### config.mk
export PLATFORM = sky130hd
export DESIGN_NAME = irq_router
export DESIGN_NICKNAME = d
export VERILOG_FILES = /design/src/rtl/irq_route_pkg.sv /design/src/rtl/irq_route_ctrl.sv /design/src/rtl/irq_route_dp.sv /design/src/rtl/irq_router.sv
export SDC_FILE = /design/constraint.sdc
export NUM_CORES = 1
export LEC_CHECK = 0
export ABC_AREA = 1
export BUFFER_PORTS_ARGS = -buffer_cell sky130_fd_sc_hd__buf_2
export CAP_MARGIN = 20
export CORE_ASPECT_RATIO = 0.6
export CORE_UTILIZATION = 32
export CTS_BUF_LIST = sky130_fd_sc_hd__clkbuf_8
export DETAILED_ROUTE_END_ITERATION = 6
export PLACE_DENSITY = 0.52
export SLEW_MARGIN = 5
export SYNTH_ARGS = -nofsm -noshare
export SYNTH_HDL_FRONTEND = slang
export SYNTH_HIERARCHICAL = 1
export SYNTH_SLANG_ARGS = --single-unit
### constraint.sdc
create_clock -name clk -period 2.3 [get_ports clk]
set_input_delay 0.115 -clock clk [delete_from_list [all_inputs] [get_ports clk]]
set_output_delay 0.115 -clock clk [all_outputs]
set_load 0.02 [all_outputs]
### src/rtl/irq_route_pkg.sv
package irq_route_pkg;

  // Strobes that the control half hands to the datapath each cycle.
  typedef struct packed {
    logic manWr;    // write to the routing bank
    logic ctlWr;    // write to the control bank
    logic errSet;   // write hit no bank
    logic postFire; // a waiting request is granted this cycle
  } strobes_t;

endpackage

### src/rtl/irq_route_ctrl.sv
module irq_route_ctrl
  import irq_route_pkg::*;
#(
  parameter int          NUM_DEV  = 8,
  parameter int          ADDR_W   = 16,
  parameter int          IDX_W    = 3,
  parameter int unsigned MAN_BASE = 'h200,
  parameter int unsigned CTL_BASE = 'h400
) (
  input  logic               clk,
  input  logic               rstN,
  input  logic               wrEn,
  input  logic [ADDR_W-1:0]  wrAddr,
  input  logic [NUM_DEV-1:0] devIrq,
  input  logic [NUM_DEV-1:0] maskBits,
  output strobes_t           strb,
  output logic [IDX_W-1:0]   wrIdx,
  output logic [IDX_W-1:0]   postIdx,
  output logic [NUM_DEV-1:0] acceptVec
);

  localparam int unsigned   BANK_BYTES = NUM_DEV * 8;
  localparam logic [ADDR_W:0] MAN_LO = (ADDR_W+1)'(MAN_BASE);
  localparam logic [ADDR_W:0] MAN_HI = (ADDR_W+1)'(MAN_BASE + BANK_BYTES);
  localparam logic [ADDR_W:0] CTL_LO = (ADDR_W+1)'(CTL_BASE);
  localparam logic [ADDR_W:0] CTL_HI = (ADDR_W+1)'(CTL_BASE + BANK_BYTES);

  // ---------------- address decode ----------------
  logic [ADDR_W:0] addrX;
  logic [ADDR_W:0] manOff;
  logic [ADDR_W:0] ctlOff;
  logic            manHit;
  logic            ctlHit;

  assign addrX  = {1'b0, wrAddr};
  assign manOff = addrX - MAN_LO;
  assign ctlOff = addrX - CTL_LO;
  assign manHit = wrEn && (addrX >= MAN_LO) && (addrX < MAN_HI);
  assign ctlHit = wrEn && (addrX >= CTL_LO) && (addrX < CTL_HI);
  assign wrIdx  = manHit ? IDX_W'(manOff >> 3) : IDX_W'(ctlOff >> 3);

  // ---------------- edge detection ----------------
  logic [NUM_DEV-1:0] irqPrev;
  logic [NUM_DEV-1:0] edgeVec;

  always_ff @(posedge clk or negedge rstN) begin
    if (!rstN) irqPrev <= '0;
    else       irqPrev <= devIrq;
  end

  assign edgeVec   = devIrq & ~irqPrev;
  assign acceptVec = edgeVec & ~maskBits;

  // ---------------- request queue and arbiter ----------------
  logic [NUM_DEV-1:0] reqQ;
  logic [NUM_DEV-1:0] grantVec;
  logic               found;
  logic [IDX_W-1:0]   pick;

  always_comb begin
    found = 1'b0;
    pick  = '0;
    for (int i = NUM_DEV - 1; i >= 0; i--) begin
      if (reqQ[i]) begin
        found = 1'b1;
        pick  = IDX_W'(i);
      end
    end
  end

  assign grantVec = found ? (NUM_DEV'(1) << pick) : '0;
  assign postIdx  = pick;

  always_ff @(posedge clk or negedge rstN) begin
    if (!rstN) reqQ <= '0;
    else       reqQ <= (reqQ & ~grantVec) | acceptVec;
  end

  always_comb begin
    strb.manWr    = manHit;
    strb.ctlWr    = ctlHit;
    strb.errSet   = wrEn && !manHit && !ctlHit;
    strb.postFire = found;
  end

  // ---------------- assertions ----------------
  p_grant_waiting_r8: assert property (@(posedge clk) disable iff (!rstN)
    strb.postFire |-> reqQ[postIdx]);

  p_grant_lowest_r8: assert property (@(posedge clk) disable iff (!rstN)
    strb.postFire |-> ((reqQ & ((NUM_DEV'(1) << postIdx) - NUM_DEV'(1))) == '0));

  p_waiting_served_r6: assert property (@(posedge clk) disable iff (!rstN)
    (reqQ != '0) |-> strb.postFire);

endmodule

### src/rtl/irq_route_dp.sv
module irq_route_dp
  import irq_route_pkg::*;
#(
  parameter int NUM_DEV = 8,
  parameter int IDX_W   = 3,
  parameter int CORE_W  = 5,
  parameter int VEC_W   = 6
) (
  input  logic               clk,
  input  logic               rstN,
  input  strobes_t           strb,
  input  logic [IDX_W-1:0]   wrIdx,
  input  logic [IDX_W-1:0]   postIdx,
  input  logic [NUM_DEV-1:0] acceptVec,
  input  logic [63:0]        wrData,
  output logic [NUM_DEV-1:0] maskBits,
  output logic [NUM_DEV-1:0] pendBits,
  output logic               postValid,
  output logic [CORE_W-1:0]  postCore,
  output logic [VEC_W-1:0]   postVec,
  output logic               errFlag
);

  localparam int CORE_LSB = 8;
  localparam int VEC_LSB  = 0;
  localparam int MASK_BIT = 2;
  localparam int CLR_BIT  = 1;

  logic [CORE_W-1:0] coreR [NUM_DEV];
  logic [VEC_W-1:0]  vecR  [NUM_DEV];
  logic [NUM_DEV-1:0] maskR;
  logic [NUM_DEV-1:0] pendR;
  logic               unusedData;

  assign unusedData = ^wrData;

  for (genvar g = 0; g < NUM_DEV; g++) begin : g_dev
    logic selMan;
    logic selCtl;
    assign selMan = strb.manWr && (wrIdx == IDX_W'(g));
    assign selCtl = strb.ctlWr && (wrIdx == IDX_W'(g));

    always_ff @(posedge clk or negedge rstN) begin
      if (!rstN) begin
        coreR[g] <= '0;
        vecR[g]  <= '0;
      end else if (selMan) begin
        coreR[g] <= wrData[CORE_LSB +: CORE_W];
        vecR[g]  <= wrData[VEC_LSB +: VEC_W];
      end
    end

    always_ff @(posedge clk or negedge rstN) begin
      if (!rstN) begin
        maskR[g] <= 1'b0;
        pendR[g] <= 1'b0;
      end else if (acceptVec[g]) begin
        maskR[g] <= 1'b1;
        pendR[g] <= 1'b1;
      end else if (selCtl) begin
        maskR[g] <= wrData[MASK_BIT];
        if (wrData[CLR_BIT]) pendR[g] <= 1'b0;
      end
    end
  end

  always_ff @(posedge clk or negedge rstN) begin
    if (!rstN) begin
      postValid <= 1'b0;
      postCore  <= '0;
      postVec   <= '0;
    end else begin
      postValid <= strb.postFire;
      if (strb.postFire) begin
        postCore <= coreR[postIdx];
        postVec  <= vecR[postIdx];
      end
    end
  end

  always_ff @(posedge clk or negedge rstN) begin
    if (!rstN)            errFlag <= 1'b0;
    else if (strb.errSet) errFlag <= 1'b1;
  end

  assign maskBits = maskR;
  assign pendBits = pendR;

  // ---------------- assertions ----------------
  p_accept_sets_mask_r5: assert property (@(posedge clk) disable iff (!rstN)
    (acceptVec != '0) |=> ((maskR & $past(acceptVec)) == $past(acceptVec)));

  p_pend_rise_needs_accept_r5: assert property (@(posedge clk) disable iff (!rstN)
    ((pendR & ~$past(pendR) & ~$past(acceptVec)) == '0));

  p_post_follows_grant_r6: assert property (@(posedge clk) disable iff (!rstN)
    postValid |-> $past(strb.postFire));

  p_err_sticky_r9: assert property (@(posedge clk) disable iff (!rstN)
    errFlag |=> errFlag);

endmodule

### src/rtl/irq_router.sv
module irq_router
  import irq_route_pkg::*;
#(
  parameter int          NUM_DEV  = 8,
  parameter int          ADDR_W   = 16,
  parameter int          CORE_W   = 5,
  parameter int          VEC_W    = 6,
  parameter int unsigned MAN_BASE = 'h200,
  parameter int unsigned CTL_BASE = 'h400
) (
  input  logic               clk,
  input  logic               rstN,
  input  logic               wrEn,
  input  logic [ADDR_W-1:0]  wrAddr,
  input  logic [63:0]        wrData,
  input  logic [NUM_DEV-1:0] devIrq,
  output logic               postValid,
  output logic [CORE_W-1:0]  postCore,
  output logic [VEC_W-1:0]   postVec,
  output logic [NUM_DEV-1:0] maskBits,
  output logic [NUM_DEV-1:0] pendBits,
  output logic               errFlag
);

  localparam int IDX_W = (NUM_DEV > 1) ? $clog2(NUM_DEV) : 1;

  strobes_t           strb;
  logic [IDX_W-1:0]   wrIdx;
  logic [IDX_W-1:0]   postIdx;
  logic [NUM_DEV-1:0] acceptVec;

  irq_route_ctrl #(
    .NUM_DEV(NUM_DEV), .ADDR_W(ADDR_W), .IDX_W(IDX_W),
    .MAN_BASE(MAN_BASE), .CTL_BASE(CTL_BASE)
  ) ctrl_i (
    .clk(clk), .rstN(rstN), .wrEn(wrEn), .wrAddr(wrAddr),
    .devIrq(devIrq), .maskBits(maskBits), .strb(strb),
    .wrIdx(wrIdx), .postIdx(postIdx), .acceptVec(acceptVec)
  );

  irq_route_dp #(
    .NUM_DEV(NUM_DEV), .IDX_W(IDX_W), .CORE_W(CORE_W), .VEC_W(VEC_W)
  ) dp_i (
    .clk(clk), .rstN(rstN), .strb(strb), .wrIdx(wrIdx),
    .postIdx(postIdx), .acceptVec(acceptVec), .wrData(wrData),
    .maskBits(maskBits), .pendBits(pendBits), .postValid(postValid),
    .postCore(postCore), .postVec(postVec), .errFlag(errFlag)
  );

endmodule

==> results of run 1 <==
Yosys cell counts, types with 8 or more instances:
| cell type | number |
|---|---|
| buf_4 | 9 |
| nand2_1 | 247 |
| clkbuf_1 | 11 |
| nand3_1 | 80 |
| dfrtp_1 | 133 |
| buf_2 | 17 |
| nor3b_1 | 8 |
| o21ai_0 | 63 |
| inv_1 | 104 |
| o21ai_1 | 22 |
| o21ai_2 | 18 |
power groups by stage:
stage,sequential (W),clock (W),combinational [W]
after global placement,0.00267,0,0.00312
after detailed placement,0.00267,0,0.00313
after global routing,0.00265,0.00212,0.00352
final,0.00263,0.00196,0.00314
after floorplan,0.00281,0,0.00195
after CTS,0.00263,0.00202,0.00316
what timing repair did:
action,4_1_cts,5_1_grt
hold buffers,10,0
gates resized for setup,0,0
setup buffers,0,0
endpoints found under the hold margin,71,0
critical path: cells and delay by family (launching register included):
family | cells | cell delay (ns)
buffers and inverters | 4 | 0.45
DFF | 1 | 0.43
and+or+nand+nor | 11 | 0.97
worst paths after layout:
kind                                   startpoint           endpoint  slack (ns)  depth (start not counted)
worst max-delay path               ctrl_i/reqQ[5]    dp_i/postVec[0]        0.29                         15
worst min-delay path                         wrEn       dp_i/errFlag        0.05                          4
min in group asynchronous                    rstN  ctrl_i/irqPrev[4]        0.21                          2
max in group asynchronous                    rstN    dp_i/postVec[0]        1.36                          3
worst max register to register     ctrl_i/reqQ[5]    dp_i/postVec[0]        0.29                         15
worst min register to register  ctrl_i/irqPrev[0]     ctrl_i/reqQ[0]        0.44                          1
registers in the layout (all words and copies together) (netlist names):
signal	count
ctrl_i/irqPrev	8
ctrl_i/reqQ	8
dp_i/coreR	40
dp_i/errFlag	1
dp_i/maskBits	8
dp_i/pendBits	8
dp_i/postCore	5
dp_i/postValid	1
dp_i/postVec	6
dp_i/vecR	48
cell type report:
| class | count | area, sq um |
|---|---|---|
| clock inverters | 15 | 157.7 |
| flip-flops and latches | 133 | 3328 |
| fillers | 2016 | 11760 |
| well taps | 266 | 332.8 |
| inverters | 108 | 405.4 |
| repair buffers | 92 | 576.8 |
| multi-input cells | 481 | 2283 |
| clock buffers | 17 | 234.0 |
kinds of logic (layout without fill, tap and decap cells):
| group | Yosys count | in the layout |
|---|---|---|
| flip-flops | 133 | 133 |
| AO/OA/AOI/OAI | 115 | 115 |
| AND/OR/NAND/NOR | 366 | 366 |
| buffers and inverters | 152 | 232 |
metal layers:
metal  global-route usage  share of wire  wire [um]
met1               0.2864           0.56       9205
met4              0.04862         0.0073        119
met5                    0              0          0
met3              0.03778          0.058        943
met2               0.2306           0.37       6069
stage by stage:
stage,hold WS (ns),power (W),instances,cell area [sq um]
floorplan,-0.1806,0.004759,766,6262
global placement,0.1357,0.005796,1070,6827
detailed placement,0.1360,0.005801,1070,6827
CTS,0.01992,0.007808,1112,7318
global route,0.02697,0.008296,1112,7318
finish,0.04987,0.007730,1112,7318
==> results.cfg, run 1 <==
[outcome]
status = finished, final reports clean

[finish]
drive_above_1_share = 0.1844
final_common_cell = nand2_1
final_core_util = 0.3836
area_growth_pct = 16.86
fin_nets = 924
mostFrequentLayoutCells = 247 x nand2_1, 133 x dfrtp_1, 105 x inv_1, 80 x nand3_1, 63 x o21ai_0
insertedDiodeCount = 0

[floorplan]
die_h_um = 110.4
core.rowCount = 39
ios = 120
dieArea_sq_mm = 0.02015
core_area_sq_mm = 0.01908
die_w_um = 182.6
initial_core_util = 0.3282

[timing]
period_minus_slack_ns = 2.012
slew_headroom = 0.5734
timing.setup.tns_ns = 0
postLayoutSetupSlackWorst_ns = 0.2879
rsz0062_at_grt = no
skew_ns = 0.01759
finalMaxSlewViolations = 0
worst_pin_slew_ns = 0.6392
clock.fmax_mhz = 497.0
hold_violations = 0
min_period_over_period = 0.8748
setup_viol = 0

[routing]
vias = 4987
viasPerCell = 4.485
drt_iter0_drc = 406
wirelength_um = 16340
routedWlPerCell_um = 14.69
drtAntennaViolNets = 0
dr.pass1.iters = 5
drc_errors = 0

[logic_synthesis]
synth_area_leader_cell = dfrtp_1
synth_edf_count = 0
syn_avg_cell_area_sq_um = 8.175
synth_cell_types = 29
synthArstFlopShare = 1.000
yosys-top-cells-area = dfrtp_1 53%, nand2_1 15%, nand3_1 6.4%
synth_xor_area_frac = 0
synth_compound_area_frac = 0.1051
syn_nets = 857
synth_top_family_by_area = simple AND/OR/NAND/NOR gates
synth.mux.area_fraction = 0
synth-seq-cells = 133
ys.flop_type = dfrtp_1
synthAdderAreaFrac = 0
synth_area_sq_mm = 0.006262
synth.yosys.warnings = 6
synth_seq_area_share = 0.5315
synth-simple-area-share = 0.2595
synthCells = 766
synth_top_area_share = 0.5315

[worst_setup_path]
crit_path_top_delay_cell = dfrtp_1
crit_chain = inv_1 > nand2_1 > nand2_1 > nand2_1 > nand2_2 > nand2_1 > nand2_1 > inv_1 > inv_2 > buf_4 > nand2_1 > nand3_1 > nand3_1 > nand3_1 > nand2_1
cp.arrival_ns = 2.32
max_stage_delay_ns = 0.43
crit_type = reg2reg
endpoint_kind = register
required_ns = 2.61
crit_top_cell = nand2_1
cp-start-kind = register
cp_max_fo = 20

[power]
pwr-share-comb = 0.406
powerDensity_mw_per_mm2 = 1056
pwr-share-seq = 0.340
sw_frac_of_total = 0.4255
leakagePower_nw = 3.449
power.share.clock = 0.254
intPower_w = 0.004440
peakVddDrop_mv = 0.5161
switchingPower_w = 0.003289

[placed_design]
dp_slack_ns = 0.3693
place_congestion = 0.7582
hpwl_um = 10700
port_buffers = 63

[global_route]
track_usage = 0.1779
antenna_found_initial = 0
overflow = 0
grt_pass1_vias = 4703
grt_pass1_wl_um = 26670
grt_max_degree = 62

[clock_tree]
clock_latency_ns = 0.45
root_buffer = clkbuf_8
numClockSinks = 133
clockBufferDepth = 2
htree_levels = 4
cts_made_buffers = 17
cts_tree = yes
cts.clk_slew.worst_paths_ns = 0.09

[worst_hold_path]
hold_path.class = in2reg

[run]
cap_viol_max_count = 0
(Power assumes the default switching activity.)
==> run 2: changes to the inputs <==
==> constraint.sdc (replaced) <==
create_clock -name clk -period 2.05 [get_ports clk]
set_input_delay 0.1025 -clock clk [delete_from_list [all_inputs] [get_ports clk]]
set_output_delay 0.1025 -clock clk [all_outputs]
set_load 0.02 [all_outputs]
==> run 2 against run 1 <==
Effect of this change:
- non-clock buffer count up 7
- critical path depth up 1
- largest power group unchanged
- worst setup slack worse by 0.11 ns
- power up 17%
- sequential power up 12%
- first-iteration DRC count down 5.4%
- die area unchanged
==> results.cfg, run 2 (synthesized netlist as in run 1, its figures left out) <==
[outcome]
status = finished, final reports clean

[timing]
worst_pin_slew_ns = 0.6381
hold_ws_ns = 0.05311
timing.setup.tns_ns = 0
postLayoutSetupSlackWorst_ns = 0.1745
hold_violations = 0
rsz0062_at_grt = no
skew_ns = 0.01867
period_minus_slack_ns = 1.875
clock.fmax_mhz = 533.2
setup_viol = 0
finalMaxSlewViolations = 0
min_period_over_period = 0.9149
slew_headroom = 0.5742

[finish]
top_regs = dp_i/vecR: 48 flops, dp_i/coreR: 40 flops
insertedDiodeCount = 0
final_common_cell = nand2_1
mostFrequentLayoutCells = 247 x nand2_1, 133 x dfrtp_1, 105 x inv_1, 76 x nand3_1, 63 x o21ai_0
drive_above_1_share = 0.1946
final_core_util = 0.3910
fin_nets = 931
area_growth_pct = 19.12
largest_register = dp_i/vecR
nFillCells = 2038
largest_reg_flops = 48

[floorplan]
core.rowCount = 39
die_w_um = 182.6
die_h_um = 110.4
ios = 120
core_area_sq_mm = 0.01908
dieArea_sq_mm = 0.02015
initial_core_util = 0.3282

[clock_tree]
htree_levels = 4
cts_made_buffers = 17
cts.clk_slew.worst_paths_ns = 0.08
clock_latency_ns = 0.44
clockBufferDepth = 2
numClockSinks = 133
cts_tree = yes
root_buffer = clkbuf_8

[worst_setup_path]
critPathBufInv = 4
cp-start-kind = register
crit_chain = inv_1 > nand2_1 > nand2_1 > nand2_1 > nand2_2 > nand2_1 > nand2_1 > inv_2 > inv_2 > buf_12 > nand2_1 > nand2_1 > nand2_1 > nand3_1 > nand3_1 > nand2_1
crit_top_cell = nand2_1
cp.depth = 16
crit_type = reg2reg
cp_max_fo = 16
required_ns = 2.36
crit_path_top_delay_cell = dfrtp_1
reg2reg_slack_ns = 0.17
endpoint_kind = register
max_stage_delay_ns = 0.41
crit_family = simple AND/OR/NAND/NOR gates
cp.arrival_ns = 2.19
ff2ff_path_depth = 16

[run]
cap_viol_max_count = 0

[routing]
drc_errors = 0
dr.pass1.iters = 5
vias = 5019
wirelength_um = 16360
drtAntennaViolNets = 0
routedWlPerCell_um = 14.62
viasPerCell = 4.485
drt_iter0_drc = 384

[global_route]
track_usage = 0.1786
antenna_found_initial = 0
grt_pass1_wl_um = 26820
grt_pass1_vias = 4699
overflow = 0
grt_max_degree = 50

[placed_design]
dp_slack_ns = 0.1316
place_congestion = 0.7533
hpwl_um = 10820
port_buffers = 63

[power]
leakagePower_nw = 3.530
powerDensity_mw_per_mm2 = 1216
peakVddDrop_mv = 0.5591

[worst_hold_path]
whs_path_depth = 3
hold_path.class = in2reg
[run 2: changes by cell type in the layout (fill, tap and decap cells not counted), moves of 4 or more]
cell	before	now
buf_12	1	6
clkinv_4	5	0
clkinv_2	2	6
nand3_1	80	76
nand3_2	5	9
[run 2: repair_timing]
action,4_1_cts,5_1_grt
endpoints found under the setup margin,0,9
gates resized for setup,0,6
endpoints found under the hold margin,91,0
hold buffers,11,0
buffers inserted,0,0
[run 2: power breakdown]
group | internal [W] | total, W | switching, W
Combinational | 0.00138 | 0.00398 | 0.00259
Clock | 0.00112 | 0.00215 | 0.00103
Sequential | 0.00283 | 0.00295 | 0.000113
[run 2: worst paths after layout]
check                                    end         startpoint
max                         dp_i/postCore[4]     ctrl_i/reqQ[5]
min                            dp_i/coreR[1]          wrData[9]
max reg2reg                 dp_i/postCore[4]     ctrl_i/reqQ[5]
min reg2reg                   ctrl_i/reqQ[0]  ctrl_i/irqPrev[0]
max in group asynchronous      dp_i/vecR[40]               rstN
min in group asynchronous  ctrl_i/irqPrev[4]               rstN
[run 2: worst reg2reg max path, delay by kind of cell, from the launching register on]
kind	cells	cell delay [ns]
flops	1	0.41
simple gates	12	0.90
buf+inv	4	0.44
[run 2: routing by layer]
metal / routed length [um] / vias to the layer above / GRT usage
met5: 0 / - / 0
met4: 137 / 0 / 0.05042
met3: 630 / 12 / 0.03088
met2: 6090 / 92 / 0.2402
met1: 9505 / 2357 / 0.2849
li1: - / 2558 / -
[run 2: stage by stage]
step	total power (W)	std cells	area [sq um]
after floorplan	0.005340	766	6262
after global placement	0.006795	1075	6927
after detailed placement	0.006809	1075	6927
after CTS	0.009005	1118	7415
after global routing	0.009747	1119	7460
final	0.009068	1119	7460
[run 2: layout make-up]
cell class | instances | area, sq um | area share
Tap cell | 266 | 332.8 | 0.04462
Multi-Input combinational cell | 481 | 2303 | 0.3088
Clock buffer | 19 | 261.5 | 0.03506
Sequential cell | 133 | 3328 | 0.4462
Timing Repair Buffer | 99 | 711.9 | 0.09544
Clock inverter | 13 | 116.4 | 0.01560
Inverter | 108 | 405.4 | 0.05434
